## config.mk

```make
export PLATFORM = sky130hd
export DESIGN_NAME = adc_scan_seq
export DESIGN_NICKNAME = d
export VERILOG_FILES = /design/src/rtl/adc_scan_seq.sv
export SDC_FILE = /design/constraint.sdc
export NUM_CORES = 1
export LEC_CHECK = 0
export BUFFER_PORTS_ARGS = -buffer_cell sky130_fd_sc_hd__buf_2
export CORE_MARGIN = 2
export CORE_UTILIZATION = 60
export CTS_BUF_LIST = sky130_fd_sc_hd__clkbuf_4
export DETAILED_ROUTE_END_ITERATION = 6
export PLACE_DENSITY_LB_ADDON = 0.1
export REMOVE_ABC_BUFFERS = 1
export SLEW_MARGIN = 5
export SYNTH_ARGS = -nofsm -noshare
export SYNTH_HDL_FRONTEND = slang
export SYNTH_SLANG_ARGS = --single-unit
```

## constraint.sdc

```tcl
create_clock -name clk -period 6.1 [get_ports clk]
set_input_delay 0.915 -clock clk [delete_from_list [all_inputs] [get_ports clk]]
set_output_delay 0.915 -clock clk [all_outputs]
set_load 0.01 [all_outputs]
```

## src/rtl/adc_scan_seq.sv

```systemverilog
module adc_scan_seq #(
  parameter int NCH = 4,
  parameter int DW  = 16,
  localparam int CHW = $clog2(NCH),
  localparam int RW  = $clog2(DW),
  localparam int AW  = CHW + 3
) (
  input  logic              clk,
  input  logic              rst_n,
  input  logic              req_valid,
  input  logic [NCH-1:0]    req_mask,
  input  logic [2*NCH-1:0]  req_preset,
  input  logic              reg_we,
  input  logic [AW-1:0]     reg_waddr,
  input  logic [7:0]        reg_wdata,
  input  logic [AW-1:0]     reg_raddr,
  output logic [7:0]        reg_rdata,
  output logic              conv_start,
  output logic [CHW-1:0]    conv_ch,
  output logic [RW:0]       conv_bits,
  input  logic              conv_done,
  input  logic [DW-1:0]     conv_raw,
  output logic [NCH*DW-1:0] results,
  output logic              ready,
  output logic              search_hit
);

  typedef enum logic [1:0] {S_IDLE, S_ISSUE, S_WAIT} st_t;
  st_t st;

  logic [NCH-1:0] pend, pend_rest;
  logic [CHW-1:0] cur;
  logic [DW-1:0]  res_w [NCH];
  logic [RW-1:0]  code_w [NCH];
  logic [7:0]     lo_w [NCH], hi_w [NCH];
  logic [NCH-1:0] ael_w, aeh_w, afl_w, afh_w;
  logic           por;

  logic [RW:0]    nbits;
  logic [DW-1:0]  aligned;
  logic [7:0]     top, tmask;
  logic           accept, finish;

  logic           w_por;
  logic [CHW-1:0] w_ch;
  logic [1:0]     w_sel;

  always_comb begin
    cur = '0;
    for (int i = NCH - 1; i >= 0; i--)
      if (pend[i]) cur = CHW'(i);
  end

  assign pend_rest = pend & ~(NCH'(1) << cur);
  assign nbits     = (code_w[cur] == '0) ? (RW+1)'(DW) : {1'b0, code_w[cur]};
  assign aligned   = conv_raw << ((RW+1)'(DW) - nbits);
  assign top       = aligned[DW-1 -: 8];
  assign tmask     = (nbits >= (RW+1)'(8)) ? 8'hFF : 8'(8'hFF << (4'd8 - nbits[3:0]));
  assign accept    = (st == S_IDLE) && req_valid && (req_mask != '0);
  assign finish    = (st == S_WAIT) && conv_done;

  assign w_por = reg_waddr[AW-1];
  assign w_ch  = reg_waddr[CHW+1:2];
  assign w_sel = reg_waddr[1:0];

  assign conv_start = (st == S_ISSUE);
  assign conv_ch    = cur;
  assign conv_bits  = nbits;
  assign ready      = (st == S_IDLE);
  assign search_hit = por | |(afl_w & ael_w) | |(afh_w & aeh_w);

  always_ff @(posedge clk) begin
    if (!rst_n) begin
      st   <= S_IDLE;
      pend <= '0;
    end else begin
      case (st)
        S_IDLE:  if (accept) begin pend <= req_mask; st <= S_ISSUE; end
        S_ISSUE: st <= S_WAIT;
        S_WAIT:  if (conv_done) begin
                   pend <= pend_rest;
                   st   <= (pend_rest != '0) ? S_ISSUE : S_IDLE;
                 end
        default: st <= S_IDLE;
      endcase
    end
  end

  always_ff @(posedge clk) begin
    if (!rst_n) por <= 1'b1;
    else if (reg_we && w_por) por <= reg_wdata[0];
  end

  for (genvar c = 0; c < NCH; c++) begin : g_ch
    logic [DW-1:0] res;
    logic [RW-1:0] code;
    logic [7:0]    lo, hi;
    logic          ael, aeh, afl, afh;
    logic [1:0]    pre;
    logic          hit;

    assign pre = req_preset[2*c +: 2];
    assign hit = finish && (cur == CHW'(c));

    always_ff @(posedge clk) begin
      if (!rst_n) begin
        res <= '0; code <= RW'(8); ael <= 1'b1; aeh <= 1'b1;
        afl <= 1'b0; afh <= 1'b0; lo <= 8'h00; hi <= 8'hFF;
      end else begin
        if (reg_we && !w_por && w_ch == CHW'(c)) begin
          case (w_sel)
            2'd0: begin code <= reg_wdata[RW-1:0]; ael <= reg_wdata[4]; aeh <= reg_wdata[5]; end
            2'd1: begin afl <= afl & reg_wdata[0]; afh <= afh & reg_wdata[1]; end
            2'd2: lo <= reg_wdata;
            default: hi <= reg_wdata;
          endcase
        end
        if (accept && req_mask[c]) begin
          if (pre == 2'b01) res <= '0;
          else if (pre == 2'b10) res <= '1;
        end
        if (hit) begin
          res <= aligned;
          afh <= top > (hi & tmask);
          afl <= top < (lo & tmask);
        end
      end
    end

    assign res_w[c]  = res;
    assign code_w[c] = code;
    assign lo_w[c]   = lo;
    assign hi_w[c]   = hi;
    assign ael_w[c]  = ael;
    assign aeh_w[c]  = aeh;
    assign afl_w[c]  = afl;
    assign afh_w[c]  = afh;
    assign results[c*DW +: DW] = res;
  end

  always_comb begin
    logic [CHW-1:0] rc;
    rc = reg_raddr[CHW+1:2];
    reg_rdata = 8'h00;
    if (reg_raddr[AW-1]) reg_rdata = {7'b0, por};
    else begin
      case (reg_raddr[1:0])
        2'd0: reg_rdata = {2'b0, aeh_w[rc], ael_w[rc], (4)'(code_w[rc])};
        2'd1: reg_rdata = {6'b0, afh_w[rc], afl_w[rc]};
        2'd2: reg_rdata = lo_w[rc];
        default: reg_rdata = hi_w[rc];
      endcase
    end
  end


  start_once_chk: assert property (@(posedge clk) disable iff (!rst_n)
    conv_start |=> !conv_start);


  last_done_ready_chk: assert property (@(posedge clk) disable iff (!rst_n)
    (finish && pend_rest == '0) |=> ready);


  low_bits_zero_chk: assert property (@(posedge clk) disable iff (!rst_n)
    finish |=> (DW'(res_w[$past(cur)] << $past(nbits)) == '0));


  preset_ones_chk: assert property (@(posedge clk) disable iff (!rst_n)
    (accept && req_mask[0] && req_preset[1:0] == 2'b10) |=> (res_w[0] == '1));


  por_search_chk: assert property (@(posedge clk) disable iff (!rst_n)
    por |-> search_hit);

endmodule

```

==> results.ini <==
[yosys]
synth_top_cells_by_count = nand2_1 (191), dfxtp_1 (167), a21oi_1 (115), nor2_1 (107), nand3_1 (103)
synth_edf_count = 0
async_flop_share_pct = 0
netlist.top_cell.by_area = dfxtp_1
netlist.area_leader.share_pct = 32.7
ys_seq_area_share_pct = 32.7
synth.most_common_cell = nand2_1
syn_area_um2 = 10200
synth.distinct_cells = 86
synth_ff_type = dfxtp_1
yosys_warnings = 0
yosys-top-cells-area = dfxtp_1 (33%), ha_1 (7.7%), nand2_1 (7.0%)
syn_inst = 1237
yosys_register_bits = 167
syn_avg_cell_area_um2 = 8.25

[floorplan]
fp.dieArea_um2 = 18100
initial_core_util_pct = 61.6
fp-row-count = 47
die_w_um = 134
die_h_um = 134
fp.coreArea_um2 = 16600
ioPinCount = 133

[pwr]
peakVddDrop_mv = 0.244
leakagePower_nw = 4.92
p_total_mw = 3.31
power_density_nw_per_um2 = 290

[place]
gp_congestion = 0.993
dp_hpwl_um = 26200
dp.cells = 1535
port_buffers = 132

[critical_path]
crit_required_ns = 6.63
crit_fanout = 17
r2r-start = pend[2]$_SDFFE_PN0P_
path_class = flip-flop to flip-flop
critical_path.top_delay_family = compound AO/OA/AOI/OAI gates
end_kind = flip-flop
path_buf_inv = 2
critPathLaunch = pend[2]$_SDFFE_PN0P_
cp.arrival_ns = 5.94
startpoint_type = flip-flop
crit_top_cell = ha_1
slowest_stage = dfxtp_1
cpPeakStageDelay_ns = 0.65
worstPathCellList = nor3b_1, o31a_1, nor2_4, inv_2, ha_1, o21ai_1, mux4_2, nor2_1, nand2_1, and3_1, inv_1, ha_1, a2111oi_0, a41oi_1, o21ai_0

[global_route]
track_usage_pct = 38.8
grt_pass1_wl_um = 54200
grt_pass1_vias = 9647
overflow = 0
grt_max_degree = 101
grt_antenna_before_repair = 1

[routing]
routed_via_density = 6.68
wl_per_cell_um = 22.6
ant_nets = 0
drt_pass1_iterations = 6
vias = 10500
dr.first_iter.drc_count = 1137
routed_wl_um = 35400
drcViolationCount = 0

[cells_and_area]
n_fill_cell = 1398
final_nets = 1448
layout-drive-gt1-share_pct = 19.3
area_growth_syn_to_layout_pct = 11.6
layout.cells.non_filler = 1568

[clocking]
cts_tree = yes
hold_buffers = 0
root_buffer = clkbuf_4
cts_inserted_buffers = 17
clk-insertion-delay-late_ns = 0.61
cts.sinks = 167
post_cts_buffers = 0
cts.clk_slew.worst_paths_ns = 0.17
cts.repair.resized = 0
htreeDepth = 4
clockBufferDepth = 2

[sta]
finalCriticalPeriod_ns = 5.41
fmax_mhz = 185
hold_slack_ns = 0.492
period_share_pct = 88.7
tightest_slew_ns = 1.19
hold_viol_final = 0
slew_violations = 0
finClkSkew_ns = 0.0378
fin_setup_tns_ns = 0
setup_viol = 0
slew_headroom_pct = 20.6
rsz0062_at_grt = false

[hold_path]
hold_class = flip-flop to flip-flop
min_from = g_ch[2].lo[1]$_SDFFE_PN0P_

[job]
maxCapViolations = 0

[outcome]
status = completed

## final timing paths
path,slack (ns),depth (start not counted),to
setup / recovery,0.69,15,g_ch[3].afl$_SDFFE_PN0P_
hold / removal,0.49,2,g_ch[2].lo[1]$_SDFFE_PN0P_
setup reg to reg,0.69,15,g_ch[3].afl$_SDFFE_PN0P_
hold reg to reg,0.49,2,g_ch[2].lo[1]$_SDFFE_PN0P_
## placed cells by master, fill, tap and decap left out, types with 5 or more instances in the layout
cell type	n
nand2_1	191
dfxtp_1	167
buf_2	132
a21oi_1	115
nor2_1	107
nand3_1	103
ha_1	63
mux2i_1	37
o21ai_0	29
mux4_2	29
buf_4	24
nor3_1	23
nor2b_1	22
a221oi_1	22
o22ai_1	20
o21a_1	18
clkbuf_4	17
inv_1	15
a21o_1	14
nand2b_1	12
and2_1	12
nand4_1	10
mux2_2	9
o2bb2ai_1	9
a31oi_1	7
o32ai_1	7
clkinv_8	7
nor3b_1	6
a211oi_1	6
o211ai_1	6
o21ai_1	5
or3_1	5
and3_1	5
## final cells by class
class / instances / area [um2] / area share [%]
Clock inverter: 15 / 224 / 1.97
Timing Repair Buffer: 156 / 841 / 7.38
Sequential cell: 167 / 3340 / 29.3
Tap cell: 220 / 275 / 2.42
Inverter: 18 / 73.8 / 0.648
Antenna cell: 1 / 2.50 / 0.0220
Multi-Input combinational cell: 974 / 6510 / 57.1
Clock buffer: 17 / 128 / 1.12
## stage by stage
stage / setup WS [ns] / utilization (%) / instance area, um2
3_5_place_dp: 0.772 / 66.6 / 11000
6_report: 0.692 / 68.7 / 11400
2_1_floorplan: 1.15 / - / 9890
5_1_grt: 0.240 / 68.7 / 11400
3_3_place_gp: 0.877 / 66.6 / 11000
4_1_cts: 0.792 / 68.7 / 11400
## logic make-up (layout without fill, tap and decap cells)
kind of cell / count (synthesis) / after routing / share of synthesized area (%)
fa+ha+maj: 63 / 63 / 7.72
buf+inv: 96 / 206 / 3.86
xor+xnor: 4 / 4 / 0.343
flops: 167 / 167 / 32.7
other cells: 0 / 1 / 0
compound gates: 315 / 315 / 21.0
mux: 75 / 75 / 11.0
simple gates: 517 / 517 / 23.3
## layer usage
| layer | track usage, % | up-vias | part of all wire [%] |
|---|---|---|---|
| met3 | 6.76 | 113 | 10 |
| met5 | 0 | - | 0 |
| li1 | - | 4754 | - |
| met1 | 51.1 | 4899 | 39 |
| met2 | 62.7 | 713 | 46 |
| met4 | 17.7 | 0 | 4.3 |
## flip-flops by register name, indices dropped and copies added, names as in the netlist
signal and flops:
g_ch.lo 32, g_ch.hi 32, g_ch.code 16, por 1
g_ch.aeh 4, pend 4, g_ch.res 64, g_ch.ael 4
g_ch.afl 4, st 2, g_ch.afh 4
## worst register-to-register path: cells and delay by family, from the launching register on
| kind | cells | cell delay, ns |
|---|---|---|
| and+or+nand+nor | 5 | 1.28 |
| muxes | 1 | 0.63 |
| AOI/OAI and AO/OA | 5 | 1.87 |
| buffers and inverters | 2 | 0.37 |
| adders and majority gates | 2 | 0.55 |
| DFF | 1 | 0.65 |
## power by group
group	total (mW)	leakage [nW]	switching (mW)	internal (mW)
combinational	1.41	3.39	0.898	0.510
clock	0.753	0.176	0.511	0.242
sequential	1.15	1.35	0.0265	1.12
No activity file was read; power rests on OpenSTA's default activity.
